<file path="config.mk">
export PLATFORM = sky130hd
export DESIGN_NAME = req_steer_dispatch
export DESIGN_NICKNAME = d
export VERILOG_FILES = /design/src/rtl/rsd_pkg.sv /design/src/rtl/rsd_fifo.sv /design/src/rtl/rsd_wr_arb.sv /design/src/rtl/rsd_chan_stage.sv /design/src/rtl/req_steer_dispatch.sv
export SDC_FILE = /design/constraint.sdc
export NUM_CORES = 1
export LEC_CHECK = 0
export BUFFER_PORTS_ARGS = -buffer_cell sky130_fd_sc_hd__buf_2
export CAP_MARGIN = 30
export CORE_ASPECT_RATIO = 0.5
export CORE_MARGIN = 4
export CORE_UTILIZATION = 35
export CTS_CLUSTER_DIAMETER = 30
export CTS_CLUSTER_SIZE = 10
export DETAILED_ROUTE_END_ITERATION = 10
export HOLD_SLACK_MARGIN = 0.1
export PLACE_DENSITY = 0.56
export SYNTH_ARGS = -nofsm -noshare
export SYNTH_HDL_FRONTEND = slang
export SYNTH_SLANG_ARGS = --single-unit
</file>
<file path="constraint.sdc">
create_clock -name clk -period 9.7 [get_ports clk]
set_input_delay 1.455 -clock clk [delete_from_list [all_inputs] [get_ports clk]]
set_output_delay 1.455 -clock clk [all_outputs]
set_load 0.1 [all_outputs]
</file>
<file path="src/rtl/rsd_pkg.sv">
package rsd_pkg;
  localparam int KIND_W = 3;
  localparam int TAG_W  = 8;
  localparam int ADDR_W = 64;
  localparam int HALF_W = ADDR_W / 2;

  localparam logic [KIND_W-1:0] K_MEM_RD = 3'b000;
  localparam logic [KIND_W-1:0] K_IO_RD  = 3'b001;
  localparam logic [KIND_W-1:0] K_MEM_WR = 3'b010;
  localparam logic [KIND_W-1:0] K_IO_WR  = 3'b011;

  typedef struct packed {
    logic [KIND_W-1:0] kind;
    logic [TAG_W-1:0]  tag;
    logic [ADDR_W-1:0] addr;
  } req_t;

  localparam int REQ_W = $bits(req_t);

  function automatic logic kind_reserved(input logic [KIND_W-1:0] k);
    return k[2];
  endfunction

  function automatic logic kind_posted(input logic [KIND_W-1:0] k);
    return k == K_MEM_WR;
  endfunction

  function automatic logic kind_nonposted(input logic [KIND_W-1:0] k);
    return !k[2] && (k != K_MEM_WR);
  endfunction

  function automatic logic kind_is_read(input logic [KIND_W-1:0] k);
    return k[2:1] == 2'b00;
  endfunction

  function automatic logic [ADDR_W-1:0] fit_addr(input logic [ADDR_W-1:0] a,
                                                 input logic wide);
    return wide ? a : {{HALF_W{1'b0}}, a[HALF_W-1:0]};
  endfunction
endpackage

</file>
<file path="src/rtl/rsd_fifo.sv">
module rsd_fifo #(
  parameter int DEPTH = 8,
  parameter int W     = 8
) (
  input  logic                          clk,
  input  logic                          rst_n,
  input  logic                          push,
  input  logic [W-1:0]                  din,
  input  logic                          pop,
  output logic [W-1:0]                  dout,
  output logic [$clog2(DEPTH+1)-1:0]    count
);
  localparam int PTR_W = (DEPTH > 1) ? $clog2(DEPTH) : 1;
  localparam int CNT_W = $clog2(DEPTH + 1);
  localparam logic [PTR_W-1:0] LAST = PTR_W'(DEPTH - 1);

  logic [W-1:0]     mem [DEPTH];
  logic [PTR_W-1:0] wr_ptr, rd_ptr;
  logic [CNT_W-1:0] cnt_q;

  function automatic logic [PTR_W-1:0] bump(input logic [PTR_W-1:0] p);
    return (p == LAST) ? '0 : p + 1'b1;
  endfunction

  always_ff @(posedge clk) begin
    if (!rst_n) begin
      wr_ptr <= '0;
      rd_ptr <= '0;
      cnt_q  <= '0;
    end else begin
      if (push) wr_ptr <= bump(wr_ptr);
      if (pop)  rd_ptr <= bump(rd_ptr);
      case ({push, pop})
        2'b10:   cnt_q <= cnt_q + 1'b1;
        2'b01:   cnt_q <= cnt_q - 1'b1;
        default: cnt_q <= cnt_q;
      endcase
    end
  end

  always_ff @(posedge clk) begin
    if (push) mem[wr_ptr] <= din;
  end

  assign dout  = mem[rd_ptr];
  assign count = cnt_q;
endmodule

</file>
<file path="src/rtl/rsd_wr_arb.sv">
module rsd_wr_arb (
  input  logic clk,
  input  logic rst_n,
  input  logic take,
  input  logic p_req,
  input  logic n_req,
  output logic gnt_p,
  output logic gnt_n
);
  logic last_n;

  always_comb begin
    gnt_p = 1'b0;
    gnt_n = 1'b0;
    if (take) begin
      if (p_req && n_req) begin
        gnt_p = last_n;
        gnt_n = !last_n;
      end else begin
        gnt_p = p_req;
        gnt_n = n_req;
      end
    end
  end

  always_ff @(posedge clk) begin
    if (!rst_n)               last_n <= 1'b0;
    else if (gnt_p || gnt_n)  last_n <= gnt_n;
  end
endmodule

</file>
<file path="src/rtl/rsd_chan_stage.sv">
module rsd_chan_stage #(
  parameter int W = 8
) (
  input  logic         clk,
  input  logic         rst_n,
  input  logic         load,
  input  logic [W-1:0] din,
  input  logic         ready,
  output logic         valid,
  output logic [W-1:0] dout,
  output logic         free
);
  logic         v_q;
  logic [W-1:0] d_q;

  always_ff @(posedge clk) begin
    if (!rst_n)     v_q <= 1'b0;
    else if (load)  v_q <= 1'b1;
    else if (ready) v_q <= 1'b0;
  end

  always_ff @(posedge clk) begin
    if (load) d_q <= din;
  end

  assign free  = !v_q || ready;
  assign valid = v_q;
  assign dout  = d_q;
endmodule

</file>
<file path="src/rtl/req_steer_dispatch.sv">
module req_steer_dispatch
  import rsd_pkg::*;
#(
  parameter int DEPTH = 8
) (
  input  logic              clk,
  input  logic              rst_n,
  input  logic              in_valid,
  input  logic [2:0]        in_kind,
  input  logic [7:0]        in_tag,
  input  logic [63:0]       in_addr,
  input  logic              in_wide,
  output logic              post_full,
  output logic              npost_full,
  input  logic              np_reject,
  output logic              aw_valid,
  input  logic              aw_ready,
  output logic [63:0]       aw_addr,
  output logic [7:0]        aw_id,
  output logic [2:0]        aw_kind,
  output logic              ar_valid,
  input  logic              ar_ready,
  output logic [63:0]       ar_addr,
  output logic [7:0]        ar_id,
  output logic [2:0]        ar_kind,
  output logic              kind_err
);
  localparam int CNT_W = $clog2(DEPTH + 1);
  localparam logic [CNT_W-1:0] FULL_CNT = CNT_W'(DEPTH);

  req_t in_req, p_head, n_head, aw_load_req, aw_req, ar_req;
  logic [CNT_W-1:0] p_cnt, n_cnt;
  logic p_push, n_push, p_pop, n_pop;
  logic p_avail, n_avail, n_head_wr, n_head_rd;
  logic aw_free, ar_free, aw_gnt_p, aw_gnt_n, ar_load;
  logic err_q;

  assign in_req = '{kind: in_kind, tag: in_tag, addr: fit_addr(in_addr, in_wide)};

  assign post_full  = (p_cnt == FULL_CNT);
  assign npost_full = (n_cnt == FULL_CNT);
  assign p_push = in_valid && kind_posted(in_kind)    && !post_full;
  assign n_push = in_valid && kind_nonposted(in_kind) && !npost_full;

  always_ff @(posedge clk) begin
    if (!rst_n) err_q <= 1'b0;
    else        err_q <= in_valid && kind_reserved(in_kind);
  end
  assign kind_err = err_q;

  rsd_fifo #(.DEPTH(DEPTH), .W(REQ_W)) u_post_q (
    .clk(clk), .rst_n(rst_n), .push(p_push), .din(in_req),
    .pop(p_pop), .dout(p_head), .count(p_cnt)
  );

  rsd_fifo #(.DEPTH(DEPTH), .W(REQ_W)) u_npost_q (
    .clk(clk), .rst_n(rst_n), .push(n_push), .din(in_req),
    .pop(n_pop), .dout(n_head), .count(n_cnt)
  );

  assign p_avail   = (p_cnt != '0);
  assign n_avail   = (n_cnt != '0) && !np_reject;
  assign n_head_wr = n_avail && (n_head.kind == K_IO_WR);
  assign n_head_rd = n_avail && kind_is_read(n_head.kind);

  rsd_wr_arb u_wr_arb (
    .clk(clk), .rst_n(rst_n), .take(aw_free),
    .p_req(p_avail), .n_req(n_head_wr),
    .gnt_p(aw_gnt_p), .gnt_n(aw_gnt_n)
  );

  assign ar_load     = n_head_rd && ar_free;
  assign p_pop       = aw_gnt_p;
  assign n_pop       = aw_gnt_n || ar_load;
  assign aw_load_req = aw_gnt_p ? p_head : n_head;

  rsd_chan_stage #(.W(REQ_W)) u_aw_stage (
    .clk(clk), .rst_n(rst_n), .load(aw_gnt_p || aw_gnt_n), .din(aw_load_req),
    .ready(aw_ready), .valid(aw_valid), .dout(aw_req), .free(aw_free)
  );

  rsd_chan_stage #(.W(REQ_W)) u_ar_stage (
    .clk(clk), .rst_n(rst_n), .load(ar_load), .din(n_head),
    .ready(ar_ready), .valid(ar_valid), .dout(ar_req), .free(ar_free)
  );

  assign aw_addr = aw_req.addr;
  assign aw_id   = aw_req.tag;
  assign aw_kind = aw_req.kind;
  assign ar_addr = ar_req.addr;
  assign ar_id   = ar_req.tag;
  assign ar_kind = ar_req.kind;
endmodule

</file>
== After elaboration in Yosys (flattened, before gate mapping) ==
Memories as Yosys holds them, arrays and structs flattened. A register that Yosys moved wholly into a read port is not among the register bits.
Cells that the tools add are included.
Word-level totals
  register bits after elaboration: 174
  bits in latches: 0
  RAM bits: 1200
  memory bits (read-only): 0
  input bits: 82
  output and inout port bits: 155
  logic and storage cells: 88
  memories: 2
Cells by class
  add/sub/neg operators: 8
  multiply operators: 0
  div/mod/pow operators: 0
  order comparisons: 0
  equality and inequality tests: 13
  shift-type cells: 0
  mux-type cells: 24
  bitwise gates (word level): 0
  reduce and logical (&&, ||, !) cells: 29
Memory list
  u_npost_q.mem: words 8, width 75, read ports 1, clocked after memory_dff 1, wr ports 1, RTL line rsd_fifo.sv:17  | logic [W-1:0] mem [DEPTH];
  u_post_q.mem: words 8, width 75, read ports 1, clocked after memory_dff 1, wr ports 1, RTL line rsd_fifo.sv:17
Operators with widths (count)
  $mux W75: 1
  $mux W64: 1
  $mux W3: 8
  $pmux W4 S2: 2
  $add A3 B1 Y3 const B: 4
  $eq A3 B3 Y1 const B: 4
  $mux W1: 12
  $logic_and A1 B1 Y1: 11
  $add A4 B1 Y4 const B: 2
  $eq A4 B4 Y1 const B: 2
  $reduce_bool A2 Y1: 4
  $reduce_bool A4 Y1: 2
  $sub A4 B1 Y4 const B: 2
  $logic_not A1 Y1: 7
  $eq A3 B2 Y1 const B: 2
  $eq A2 B1 Y1 const B: 2
  $eq A2 B2 Y1 const B: 2
  $logic_or A1 B1 Y1: 4
  $ne A3 B2 Y1 const B: 1
  $logic_not A2 Y1: 1

== Depth between registers and ports, before layout ==
Gate-level depths: netlist of the first run.
  depth in word-level cells: 9
  depth in mapped cells: 15
  mapped depth without buffers: 13

== Modules after synthesis ==
Synthesis of the first run repeated with hierarchy kept, for this count alone.
Second synthesis, totals
  cells, all modules: 2177
  area total of the unflattened synthesis: 52210.1 um2
Modules (own cells, without submodules)
  rsd_fifo: instances 2, cells an instance 938, area each 23151.0 um2, sequential area each 18277.5 um2
  rsd_chan_stage: instances 2, cells an instance 79, area each 2301.0 um2, sequential area each 2272.2 um2
  req_steer_dispatch: instances 1, cells an instance 134, area each 1247.4 um2, sequential area each 20.0 um2
  rsd_wr_arb: instances 1, cells an instance 9, area each 58.8 um2, sequential area each 20.0 um2

== Least setup slack after synthesis of the first run ==
Ideal clock, no wire load.
  kind: input to register
  from: input port in_kind[2]
  to: memory u_post_q.mem[0][0] in the netlist's numbering (enable)
  library setup time: 0.693 ns
  arrival: 9.393 ns
  data required time: 9.007 ns
  setup slack: -0.386 ns
  cell stages on the path: 4
  buffers on the path: 1
  cell sequence: nand2b_1 or3b_2 clkbuf_1 nor4_1
On the way
  word-level cells in the longest chain between the ends: 5
Ends and longest elaborated chain
  start, declared: RTL line req_steer_dispatch.sv:9  | input logic [2:0] in_kind,
  $eq A3 B2 Y1: RTL line rsd_pkg.sv:25  | return k == K_MEM_WR;
  $logic_and A1 B1 Y1 (2 in series): RTL line req_steer_dispatch.sv:42  | assign p_push = in_valid && kind_posted(in_kind) && !post_full;
  $mux W1: RTL line rsd_fifo.sv:42  | if (push) mem[wr_ptr] <= din;
  $mux W1 (implied by the code): RTL line rsd_fifo.sv:42
  end, declared: RTL line rsd_fifo.sv:17
No other way between the ends.

==> results of run 1 <==
-- where the power goes --
| part | leakage (nW) | internal (W) | total [W] | switching (W) |
|---|---|---|---|---|
| logic | 4.44 | 0.00127 | 0.00377 | 0.00250 |
| clock network | 3.36 | 0.00475 | 0.00738 | 0.00262 |
| registers | 12.5 | 0.00693 | 0.00713 | 0.000195 |
| total | 20.3 | 0.0130 | 0.0183 | 0.00532 |
-- worst max-delay path, stage by stage, from the launching register on --
cell and delay [ns]:
dfxtp_4 0.77, buf_4 0.84, mux4_2 0.44, mux2i_4 0.24, inv_2 0.08, and4_4 0.22, a21o_4 0.27, inv_12 0.48
ha_1 0.39, xor2_1 0.17, ha_1 0.16, a21oi_1 0.05, xor2_1 0.17, or3_1 0.31, a21oi_1 0.16
-- through the flow --
stage	setup WS [ns]	utilization (%)	hold slack (ns)	instance area, µm²
floorplan	1.301	-	0.4539	52420
global placement	4.658	37.69	0.4752	56070
finish	4.718	42.46	0.4860	63170
detailed placement	4.623	37.74	0.4789	56150
global route	4.485	42.46	0.5038	63170
CTS	4.650	42.41	0.4869	63100
-- sequential cells by signal, indices dropped and copies added, names as in the netlist, named ones only --
signal / flops
u_post_q.wr_ptr: 3
u_ar_stage.dout: 75
u_aw_stage.valid: 1
u_ar_stage.valid: 1
u_post_q.rd_ptr: 3
u_aw_stage.dout: 75
u_npost_q.rd_ptr: 3
u_npost_q.count: 4
u_post_q.mem: 600
u_post_q.count: 4
u_npost_q.mem: 600
u_npost_q.wr_ptr: 3
u_wr_arb.last_n: 1
kind_err: 1
-- worst paths after layout --
| kind | from | to | depth (start not counted) |
|---|---|---|---|
| max | flop | u_post_q.count[2]$_SDFFE_PN0P_ | 14 |
| min | u_npost_q.rd_ptr[1]$_SDFFE_PN0N_ | flop | 2 |
| max reg2reg | flop | u_post_q.count[2]$_SDFFE_PN0P_ | 14 |
| min reg2reg | u_npost_q.rd_ptr[1]$_SDFFE_PN0N_ | flop | 2 |
-- cells in the mapped netlist, types with 17 or more instances --
cell,instances,area share [%]
mux4_2,298,13
a21oi_1,17,0.16
mux2i_1,17,0.32
nor2_1,20,0.14
edfxtp_1,1350,77
mux2_2,144,3.1
and2_1,33,0.39
clkbuf_1,62,0.44
buf_2,18,0.17
mux2_4,69,2.0
nand2_1,20,0.14
dfxtp_1,30,1.1
-- layer usage --
layer | routed length, µm | share of wire, % | track usage [%] | vias up
met3 | 4851 | 4.1 | 2.520 | 174
met1 | 50540 | 43 | 19.89 | 12865
met2 | 60780 | 51 | 25.99 | 532
met5 | 0 | 0 | 0 | -
li1 | - | - | - | 10092
met4 | 2193 | 1.9 | 4.364 | 0
-- layout by cell type (no fill, tap or decap), types with 14 or more instances in the layout --
| master | count |
|---|---|
| clkinv_2 | 30 |
| clkinvlp_4 | 18 |
| clkinv_1 | 31 |
| mux4_2 | 298 |
| buf_2 | 236 |
| and2_1 | 33 |
| ha_1 | 14 |
| mux2_2 | 144 |
| buf_4 | 44 |
| clkbuf_16 | 209 |
| a21oi_1 | 17 |
| clkbuf_1 | 20 |
| nand2_1 | 20 |
| mux2i_1 | 17 |
| mux2_4 | 69 |
| bufinv_16 | 30 |
| edfxtp_1 | 1350 |
| inv_6 | 14 |
| dfxtp_1 | 24 |
| nor2_1 | 14 |
-- cell type report --
cell class                      instances  share of cell area (%)
Clock inverter                        134                   2.513
Sequential cell                      1380                   65.16
Clock buffer                          233                   8.485
Timing Repair Buffer                  288                   2.706
Tap cell                             1989                   3.940
Multi-Input combinational cell        706                   17.14
Inverter                                6                 0.05546
-- kinds of logic (layout without fill, tap and decap cells) --
group                      count (synthesis)  after routing  synth area share (%)
AOI/OAI and AO/OA                         31             31                0.3486
buffers and inverters                    106            661                 1.065
muxes                                    533            533                 18.33
xor gates and xnor gates                   7              7                0.1170
and+or+nand+nor                          121            121                 1.306
adders and majority gates                 14             14                0.3342
DFF                                     1380           1380                 78.50
==> qor.csv, run 1 <==
stage,metric,value,unit
sta,fmax,200.7,MHz
routing,ant_nets,0,
placement,dp_hpwl,65050,µm
power,power,0.01828,W
cells_and_area,antennaDiodeCount,0,
power,cellLeakagePower,20.34,nW
run,drv_cap,0,
clock_network,clkTransAtPathRegs,0.05,ns
critical_path,start_kind,flop,
synthesis,synth_edf_count,1350,
critical_path,required,10.37,ns
sta,fin_setup_tns,0,ns
grt,grt_pass1_wl,174000,µm
critical_path,crit_type,reg2reg,
sta,rsz0062_at_grt,false,
synthesis,syn_inst,2192,
placement,dp_cells,4366,
sta,clock_skew,0.02815,ns
clock_network,clockBufferDepth,3,
routing,drt_pass1_iterations,5,
cells_and_area,layout.nets,2682,
grt,grt_overflow,0,
critical_path,cp.arrival,5.66,ns
synthesis,syn_area,52410,µm²
floorplan,rows,100,
floorplan,num_io_pins,237,
sta,hold_viol,0,
floorplan,die_area,156400,µm²
clock_network,cts_tree,done,
critical_path,end_kind,flop,
sta,finalSetupViolations,0,
floorplan,fp.dieH,281.6,µm
critical_path,r2r_setup_slack,4.72,ns
sta,relSlewSlack,31.49,%
clock_network,h-tree-depth,4,
grt,antenna_found_initial,7,
synthesis,synthDistinctLibCells,52,
floorplan,initial_utilization,35.23,%
floorplan,coreArea,148800,µm²
routing,first_iter_violations,1884,
clock_network,clock_sinks,1380,
routing,wl_per_cell,24.99,µm
cells_and_area,area_growth_syn_to_layout,20.53,%
cells_and_area,finalNonFillerCells,4736,
sta,fin_crit_sh,51.36,%
critical_path,worstPathMaxFanout,74,
cells_and_area,drive_gt1_share,41.79,%
clock_network,clock_latency,0.78,ns
clock_network,postCtsSetupBuffers,0,
routing,wl,118400,µm
placement,io_buffer_count,236,
synthesis,synth_ff_type,edfxtp_1,
synthesis,yosys_warnings,0,
routing,drc,0,
synthesis,async_flop_share,0,%
run_status,status,"finished, final reports clean",
clock_network,root_buffer,clkbuf_16,
synthesis,syn_nets,2288,
cells_and_area,regArea,41160,µm²
placement,finalWeightedCongestion,0.7352,
hold_path,hp-class,reg2reg,
grt,grt_pass1_vias,25243,
cells_and_area,fillCellCount,12608,
routing,num_vias,23663,
synthesis,ys_ff_latch,1380,
grt,track_usage,15.10,%
cells_and_area,multi_input_area,10830,µm²
routing,routed_via_density,4.996,
clock_network,postCtsResizedCells,0,
grt,grt_start_max_net_pins,109,
sta,tightest_slew,1.028,ns
clock_network,cts_buffers,204,
synthesis,synth_area_per_cell,23.91,µm²
sta,slew_viol_final,0,
power,vdd.ir_drop.worst,0.0003555,V
clock_network,cts_hold_buf,0,
sta,min_period,4.982,ns
floorplan,die_w,555.3,µm
power,pwr_density_cell,289.3,nW/µm²
synthesis,yosysSeqAreaShare,78.50,%
(Power assumes the default switching activity.)
==> run 2: changes to the inputs <==
Settings changed: ABC_AREA set to 1, PLACE_DENSITY 0.56 to 0.54.
Clock period 9.7 ns to 4.7 ns, I/O delays scaled along.
==> run 2 against run 1 <==
Sequential power up 120%. Synthesized area increased by 0.89%. Design area grew 0.98%. Via count increased by 35%. Sequential share of layout area shrank 0.64 points. First-iteration DRC count is 42% higher. Die area rose by 0.87%. Wire length grew 14%. Largest cell class unchanged. Flip-flop and latch count is the same. Combinational power rose to 3.6 times the previous value.
==> qor.csv, run 2 <==
stage,metric,value,unit,change
run_status,status,"finished, final reports clean",,
critical_path,r2r_cells,17,,+3
cells_and_area,final_cell_mix,"1350 x edfxtp_1, 611 x nand2_1, 448 x o21ai_0",,
routing,routed_via_density,5.125,,+2.6%
critical_path,crit_type,reg2reg,,
critical_path,path_buf_inv,2,,-1
synthesis,syn_nets,3871,,+69%
grt,track_usage,16.76,%,+1.7 points
sta,clock_skew,0.02292,ns,-0.005225 ns
placement,dp_cells,5821,,+33%
synthesis,ys_ff_latch,1380,,unchanged
clock_network,clkTransAtPathRegs,0.05,ns,about the same
hold_path,hp-class,in2reg,,
synthesis,netlist.area_leader.share,76.66,%,-0.68 points
routing,num_vias,31848,,+35%
floorplan,die_area,157700,µm²,+0.87%
grt,antenna_found_initial,3,,-4
critical_path,endpoint,u_post_q.count[3]$_SDFFE_PN0P_,,
routing,wl,135100,µm,+14%
power,pwr_density_cell,700.6,nW/µm²,+140%
power,vdd.ir_drop.worst,0.0004395,V,+24%
power,combinationalPowerShare,30.6,%,+10 points
clock_network,cts_buffers,210,,+2.9%
routing,ant_nets,0,,unchanged
synthesis,yosysSeqAreaShare,77.80,%,-0.69 points
critical_path,cpLargestDelayFamily,simple AND/OR/NAND/NOR gates,,
critical_path,crit_cells,17,,+3
clock_network,cts_tree,done,,
power,switching_share,37.39,%,+8.3 points
cells_and_area,final_common_cell,edfxtp_1,,
synthesis,synth_top_area_cell,edfxtp_1,,
sta,tightest_slew,1.043,ns,+0.01530 ns
cells_and_area,area_growth_syn_to_layout,20.64,%,about the same
critical_path,r2r_setup_slack,1.10,ns,-3.61 ns
critical_path,worstPathMaxFanout,81,,+9.5%
critical_path,max_stage_delay,0.67,ns,-0.17 ns
floorplan,fp.dieH,282.8,µm,+0.43%
sta,setup_slack,1.104,ns,-3.613 ns
grt,grt_overflow,0,,unchanged
power,p_int,0.02799,W,+120%
synthesis,yosys_warnings,0,,unchanged
run,drv_cap,0,,unchanged
placement,finalWeightedCongestion,0.7664,,+4.2%
clock_network,root_buffer,clkbuf_16,,
cells_and_area,multi_input_area,10500,µm²,-3.1%
synthesis,yosysMostFrequentCell,edfxtp_1,,
clock_network,clock_sinks,1380,,unchanged
critical_path,crit_chain,"buf_4, nand2_1, nand3_1, nand2_1, nand2_1, nand2_2, nor2_4, nand3_4, nand2_8, inv_2, ha_1, xor2_1, nand3_1, a21oi_1, o21ai_0, o21ai_0, a21oi_1",,
cells_and_area,finalNonFillerCells,6214,,+31%
grt,grt_pass1_wl,200400,µm,+15%
cells_and_area,layout.nets,4144,,+55%
cells_and_area,drive_gt1_share,15.94,%,-26 points
critical_path,cp.arrival,4.26,ns,-1.40 ns
critical_path,cp_slowest_cell,buf_4,,
power,pwr-share-seq,34.6,%,-4.4 points
clock_network,clock_latency,0.78,ns,about the same
critical_path,end_kind,flop,,
cells_and_area,reg_top3,"u_npost_q.mem (600), u_post_q.mem (600)",,
synthesis,synth_area_per_cell,14.01,µm²,-41%
floorplan,die_w,557.7,µm,+0.44%
placement,pre_cts_slack,1.092,ns,-3.532 ns
grt,grt_pass1_vias,32004,,+27%
placement,dp_hpwl,70820,µm,+8.9%
critical_path,start_kind,flop,,
clock_network,clockBufferDepth,3,,unchanged
synthesis,synth_ff_type,edfxtp_1,,
critical_path,cp_common_cell,nand2_1,,
routing,wl_per_cell,21.74,µm,-13%
synthesis,syn_area,52880,µm²,+0.89%
clock_network,cts_hold_buf,0,,unchanged
sta,fmax,278.1,MHz,+39%
critical_path,required,5.36,ns,-5.01 ns
placement,io_buffer_count,236,,unchanged
power,cellLeakagePower,22.05,nW,+8.4%
sta,hold_viol,0,,unchanged
grt,grt_start_max_net_pins,113,,+3.7%
power,power_frac_clock,34.8,%,-5.6 points
sta,fin_crit_sh,76.51,%,+25 points
clock_network,h-tree-depth,4,,unchanged
floorplan,rows,100,,unchanged
sta,rsz0062_at_grt,false,,
floorplan,initial_utilization,35.40,%,+0.17 points
synthesis,synth_edf_count,1350,,unchanged
hold_path,hold_depth,3,,+1
routing,first_iter_violations,2668,,+42%
routing,drc,0,,unchanged
critical_path,r2r-end,u_post_q.count[3]$_SDFFE_PN0P_,,
synthesis,syn_inst,3775,,+72%
power,p_switching,0.01671,W,+210%
floorplan,coreArea,149400,µm²,+0.42%
synthesis,async_flop_share,0,%,unchanged
synthesis,synthTopCellsByCount,"1350 x edfxtp_1, 612 x nand2_1, 448 x o21ai_0",,
floorplan,num_io_pins,237,,unchanged
cells_and_area,fillCellCount,13470,,+6.8%
cells_and_area,regArea,41160,µm²,about the same
sta,finalSetupViolations,0,,unchanged
synthesis,netlist_top_cells_area,"edfxtp_1 77%, nand2_1 4.3%, o21ai_0 4.2%",,
sta,relSlewSlack,30.47,%,-1.0 points
synthesis,synthDistinctLibCells,35,,-33%
sta,slew_viol_final,0,,unchanged
sta,min_period,3.596,ns,-1.387 ns
routing,drt_pass1_iterations,5,,unchanged
clock_network,postCtsResizedCells,0,,unchanged
clock_network,postCtsSetupBuffers,0,,unchanged
[run 2: kinds of logic after synthesis]
logic type               after synthesis  share of synthesized area [%]
adder cells (fa/ha/maj)               14                         0.3313
multiplexers                          75                          1.420
XOR/XNOR                               6                        0.09938
AO/OA/AOI/OAI                        923                          10.16
flip-flops                          1380                          77.80
AND/OR/NAND/NOR                     1045                          7.584
buffers and inverters                332                          2.605
[run 2: worst min-delay path by stage]
stage	start	endpoint	slack, ns
after floorplan	u_post_q.count[3]$_SDFFE_PN0P_	u_post_q.count[3]$_SDFFE_PN0P_	0.46
after global placement	u_npost_q.count[0]$_SDFFE_PN0P_	u_npost_q.count[0]$_SDFFE_PN0P_	0.48
after detailed placement	u_post_q.count[3]$_SDFFE_PN0P_	u_post_q.count[3]$_SDFFE_PN0P_	0.49
after CTS	in_valid	kind_err$_SDFF_PN0_	0.10
after global routing	in_valid	kind_err$_SDFF_PN0_	0.15
final	in_valid	kind_err$_SDFF_PN0_	0.17
[run 2: power by group through the flow]
| stage | registers [W] | logic (W) | clock network [W] |
|---|---|---|---|
| after detailed placement | 0.0157 | 0.0137 | 0 |
| final | 0.0154 | 0.0137 | 0.0156 |
| after global routing | 0.0155 | 0.0148 | 0.0165 |
| after CTS | 0.0155 | 0.0138 | 0.0159 |
| after floorplan | 0.0191 | 0.00651 | 0 |
| after global placement | 0.0157 | 0.0135 | 0 |
[run 2: final cells by class]
class,count,share of cell area [%]
sequential,1380,64.52
clock buffer,239,8.591
multi-input combinational,2063,16.46
antenna,3,0.01177
inverter,90,0.5629
clock inverter,147,2.618
timing repair buffer,303,3.338
tap,1989,3.901
[run 2: per-stage QoR]
step / area (µm²) / hold slack, ns / utilization (%) / TNS [ns] / power [W]
floorplan: 52910 / 0.4584 / - / -162.16 / 0.02561
global placement: 56470 / 0.4799 / 37.80 / 0 / 0.02920
detailed placement: 56520 / 0.4863 / 37.84 / 0 / 0.02945
CTS: 63670 / 0.1025 / 42.62 / 0 / 0.04511
global route: 63780 / 0.1483 / 42.70 / 0 / 0.04680
finish: 63790 / 0.1685 / 42.70 / 0 / 0.04470
[run 2: metal layers]
metal	global-route usage (%)	wire length, µm
met1	21.68	57630
met2	29.14	67890
met3	2.528	6427
met4	5.443	3117
met5	0	0
[run 2: worst register-to-register path: stages, from the launching register on]
cell     delay, ns
dfxtp_4       0.47
buf_4         0.67
nand2_1       0.12
nand3_1       0.11
nand2_1       0.05
nand2_1       0.07
nand2_2       0.12
nor2_4        0.15
nand3_4       0.17
nand2_8       0.33
inv_2         0.09
ha_1          0.25
xor2_1        0.25
nand3_1       0.15
a21oi_1       0.15
o21ai_0       0.13
o21ai_0       0.16
a21oi_1       0.05
==> run 3: changes to the inputs <==
Settings changed: PLACE_DENSITY 0.54 to 0.56.
Clock period 4.7 ns to 3.3 ns, I/O delays scaled along.
==> run 3 against run 2 <==
Wire length is 0.72% lower. Critical path depth decreased by 1. Maximum frequency up 22%. Clock skew rose by 0.0059 ns. Register-to-register slack got worse by 0.76 ns. Critical endpoint is now u_npost_q.count[3]$_SDFFE_PN0P_.
==> qor.csv, run 3 (synthesized netlist as in run 2, its figures left out) <==
stage,metric,value,unit,change
run_status,status,"finished, final reports clean",,
sta,hold_viol,0,,unchanged
routing,ant_nets,0,,unchanged
cells_and_area,drive_gt1_share,15.73,%,-0.21 points
grt,grt_pass1_wl,198900,µm,-0.76%
routing,drc,0,,unchanged
placement,dpl_cell_area,56910,µm²,+0.68%
floorplan,initial_utilization,35.40,%,unchanged
clock_network,cts_buffers,205,,-2.4%
clock_network,clkTransAtPathRegs,0.05,ns,about the same
routing,first_iter_violations,2710,,+1.6%
sta,slew_viol_final,0,,unchanged
routing,num_vias,32121,,+0.86%
clock_network,clock_sinks,1380,,unchanged
power,cellLeakagePower,22.10,nW,+0.21%
cells_and_area,layout.nets,4202,,+1.4%
routing,wl_per_cell,21.41,µm,-1.5%
grt,antenna_found_initial,2,,-1
cells_and_area,finalNonFillerCells,6262,,+0.77%
clock_network,postCtsResizedCells,0,,unchanged
grt,grt_start_max_net_pins,145,,+28%
power,vdd.ir_drop.worst,0.0008197,V,+86%
floorplan,coreArea,149400,µm²,unchanged
sta,min_period,2.954,ns,-0.6421 ns
placement,pre_cts_slack,0.2843,ns,-0.8074 ns
sta,fmax,338.6,MHz,+22%
placement,io_buffer_count,236,,unchanged
placement,dp_hpwl,75640,µm,+6.8%
placement,finalWeightedCongestion,0.7574,,-1.2%
floorplan,rows,100,,unchanged
floorplan,die_area,157700,µm²,unchanged
sta,fin_setup_tns,0,ns,unchanged
clock_network,root_buffer,clkbuf_16,,
routing,drt_pass1_iterations,6,,+1
cells_and_area,final_cell_mix,"1350 x edfxtp_1, 611 x nand2_1, 448 x o21ai_0",,
sta,rsz0062_at_grt,false,,
cells_and_area,area_growth_syn_to_layout,20.96,%,
critical_path,worstPathMaxFanout,40,,-51%
critical_path,r2r_setup_slack,0.35,ns,-0.76 ns
sta,tightest_slew,0.9679,ns,-0.07505 ns
routing,routed_via_density,5.130,,about the same
floorplan,die_w,557.7,µm,unchanged
run,drv_cap,0,,unchanged
sta,relSlewSlack,35.47,%,+5.0 points
clock_network,cts_tree,done,,
critical_path,cp_common_cell,nand2_1,,
hold_path,hp-class,in2reg,,
floorplan,num_io_pins,237,,unchanged
grt,track_usage,16.63,%,-0.13 points
sta,fin_crit_sh,89.51,%,+13 points
critical_path,path_buf_inv,1,,-1
placement,dp_cells,5849,,+0.48%
cells_and_area,finish.instance_area,63960,µm²,+0.27%
cells_and_area,antennaDiodeCount,0,,-3
critical_path,crit_type,reg2reg,,
floorplan,fp.dieH,282.8,µm,unchanged
critical_path,cp_slowest_cell,dfxtp_4,,
routing,wl,134100,µm,-0.72%
clock_network,clock_latency,0.78,ns,about the same
critical_path,cpLargestDelayFamily,simple AND/OR/NAND/NOR gates,,
critical_path,start_kind,flop,,
grt,grt_pass1_vias,31670,,-1.0%
clock_network,h-tree-depth,4,,unchanged
critical_path,crit_chain,"inv_8, nand2_1, nand3_1, nand2_1, nand2_1, nand2_2, nor2_4, nand3_1, nand2_1, ha_1, xor2_1, nand3_1, a21oi_1, o21ai_0, o21ai_0, a21oi_1",,
cells_and_area,final_common_cell,edfxtp_1,,
grt,grt_overflow,0,,unchanged
critical_path,max_stage_delay,0.42,ns,-0.25 ns
critical_path,required,3.95,ns,-1.41 ns
clock_network,clockBufferDepth,3,,unchanged
cells_and_area,reg_top3,"u_npost_q.mem (600), u_post_q.mem (600)",,
sta,finalSetupViolations,0,,unchanged
sta,clock_skew,0.02880,ns,+0.005880 ns
sta,setup_slack,0.3462,ns,-0.7579 ns
critical_path,cp.arrival,3.60,ns,-0.66 ns
power,pwr_density_cell,974.3,nW/µm²,+39%
critical_path,end_kind,flop,,
-- run 3: changes by cell type in the layout (fill, tap and decap cells not counted), sizes merged --
cell / before / now
buf: 303 / 327
diode: 3 / 0
bufinv: 31 / 19
clkbuf: 239 / 243
inv: 102 / 100
dlygate4sd3: 0 / 39
clkinvlp: 13 / 16
clkinv: 91 / 86
-- run 3: path summary, 6_finish.rpt --
check | startpoint | end | cells past startpoint
max | flop | u_npost_q.count[3]$_SDFFE_PN0P_ | 16
max reg2reg | flop | u_npost_q.count[3]$_SDFFE_PN0P_ | 16
min | in_addr[18] | u_post_q.mem[0][18]$_DFFE_PP_ | 1
min reg2reg | u_npost_q.count[3]$_SDFFE_PN0P_ | u_npost_q.count[3]$_SDFFE_PN0P_ | 2
-- run 3: area by class of cell --
type                            instances  area (µm²)
Clock buffer                          243        5463
Tap cell                             1989        2489
Clock inverter                        131        1202
Multi-Input combinational cell       2063       10500
Inverter                               90       359.1
Fill cell                           13409       85430
Timing Repair Buffer                  366        2793
Sequential cell                      1380       41160
-- run 3: per-stage QoR --
stage,power (W),utilization (%),hold slack (ns)
detailed placement,0.04208,38.09,0.4832
global placement,0.04179,38.09,0.4783
CTS,0.06299,42.81,0.1038
floorplan,0.03645,-,0.4584
finish,0.06232,42.81,0.1554
global route,0.06531,42.81,0.1365
-- run 3: timing repair --
item / in CTS / in global routing
hold buffers: 39 / 0
hold endpoints to repair: 512 / 0
setup buffers: 0 / 0
-- run 3: power breakdown --
group	switching [W]	leakage, nW	internal (W)
clock network	0.00754	3.24	0.0132
logic	0.0155	6.29	0.00433
registers	0.000520	12.6	0.0212
total	0.0236	22.1	0.0388
-- run 3: metal layers --
metal  share of wire, %  GRT usage [%]  wire length (µm)  vias to the layer above
met4                2.6          6.008              3537                        2
met5             0.0075              0                10                        -
li1                   -              -                 -                    14770
met2                 49          27.93             65620                      900
met1                 44          22.15             58750                    16251
met3                4.6          2.434              6179                      198
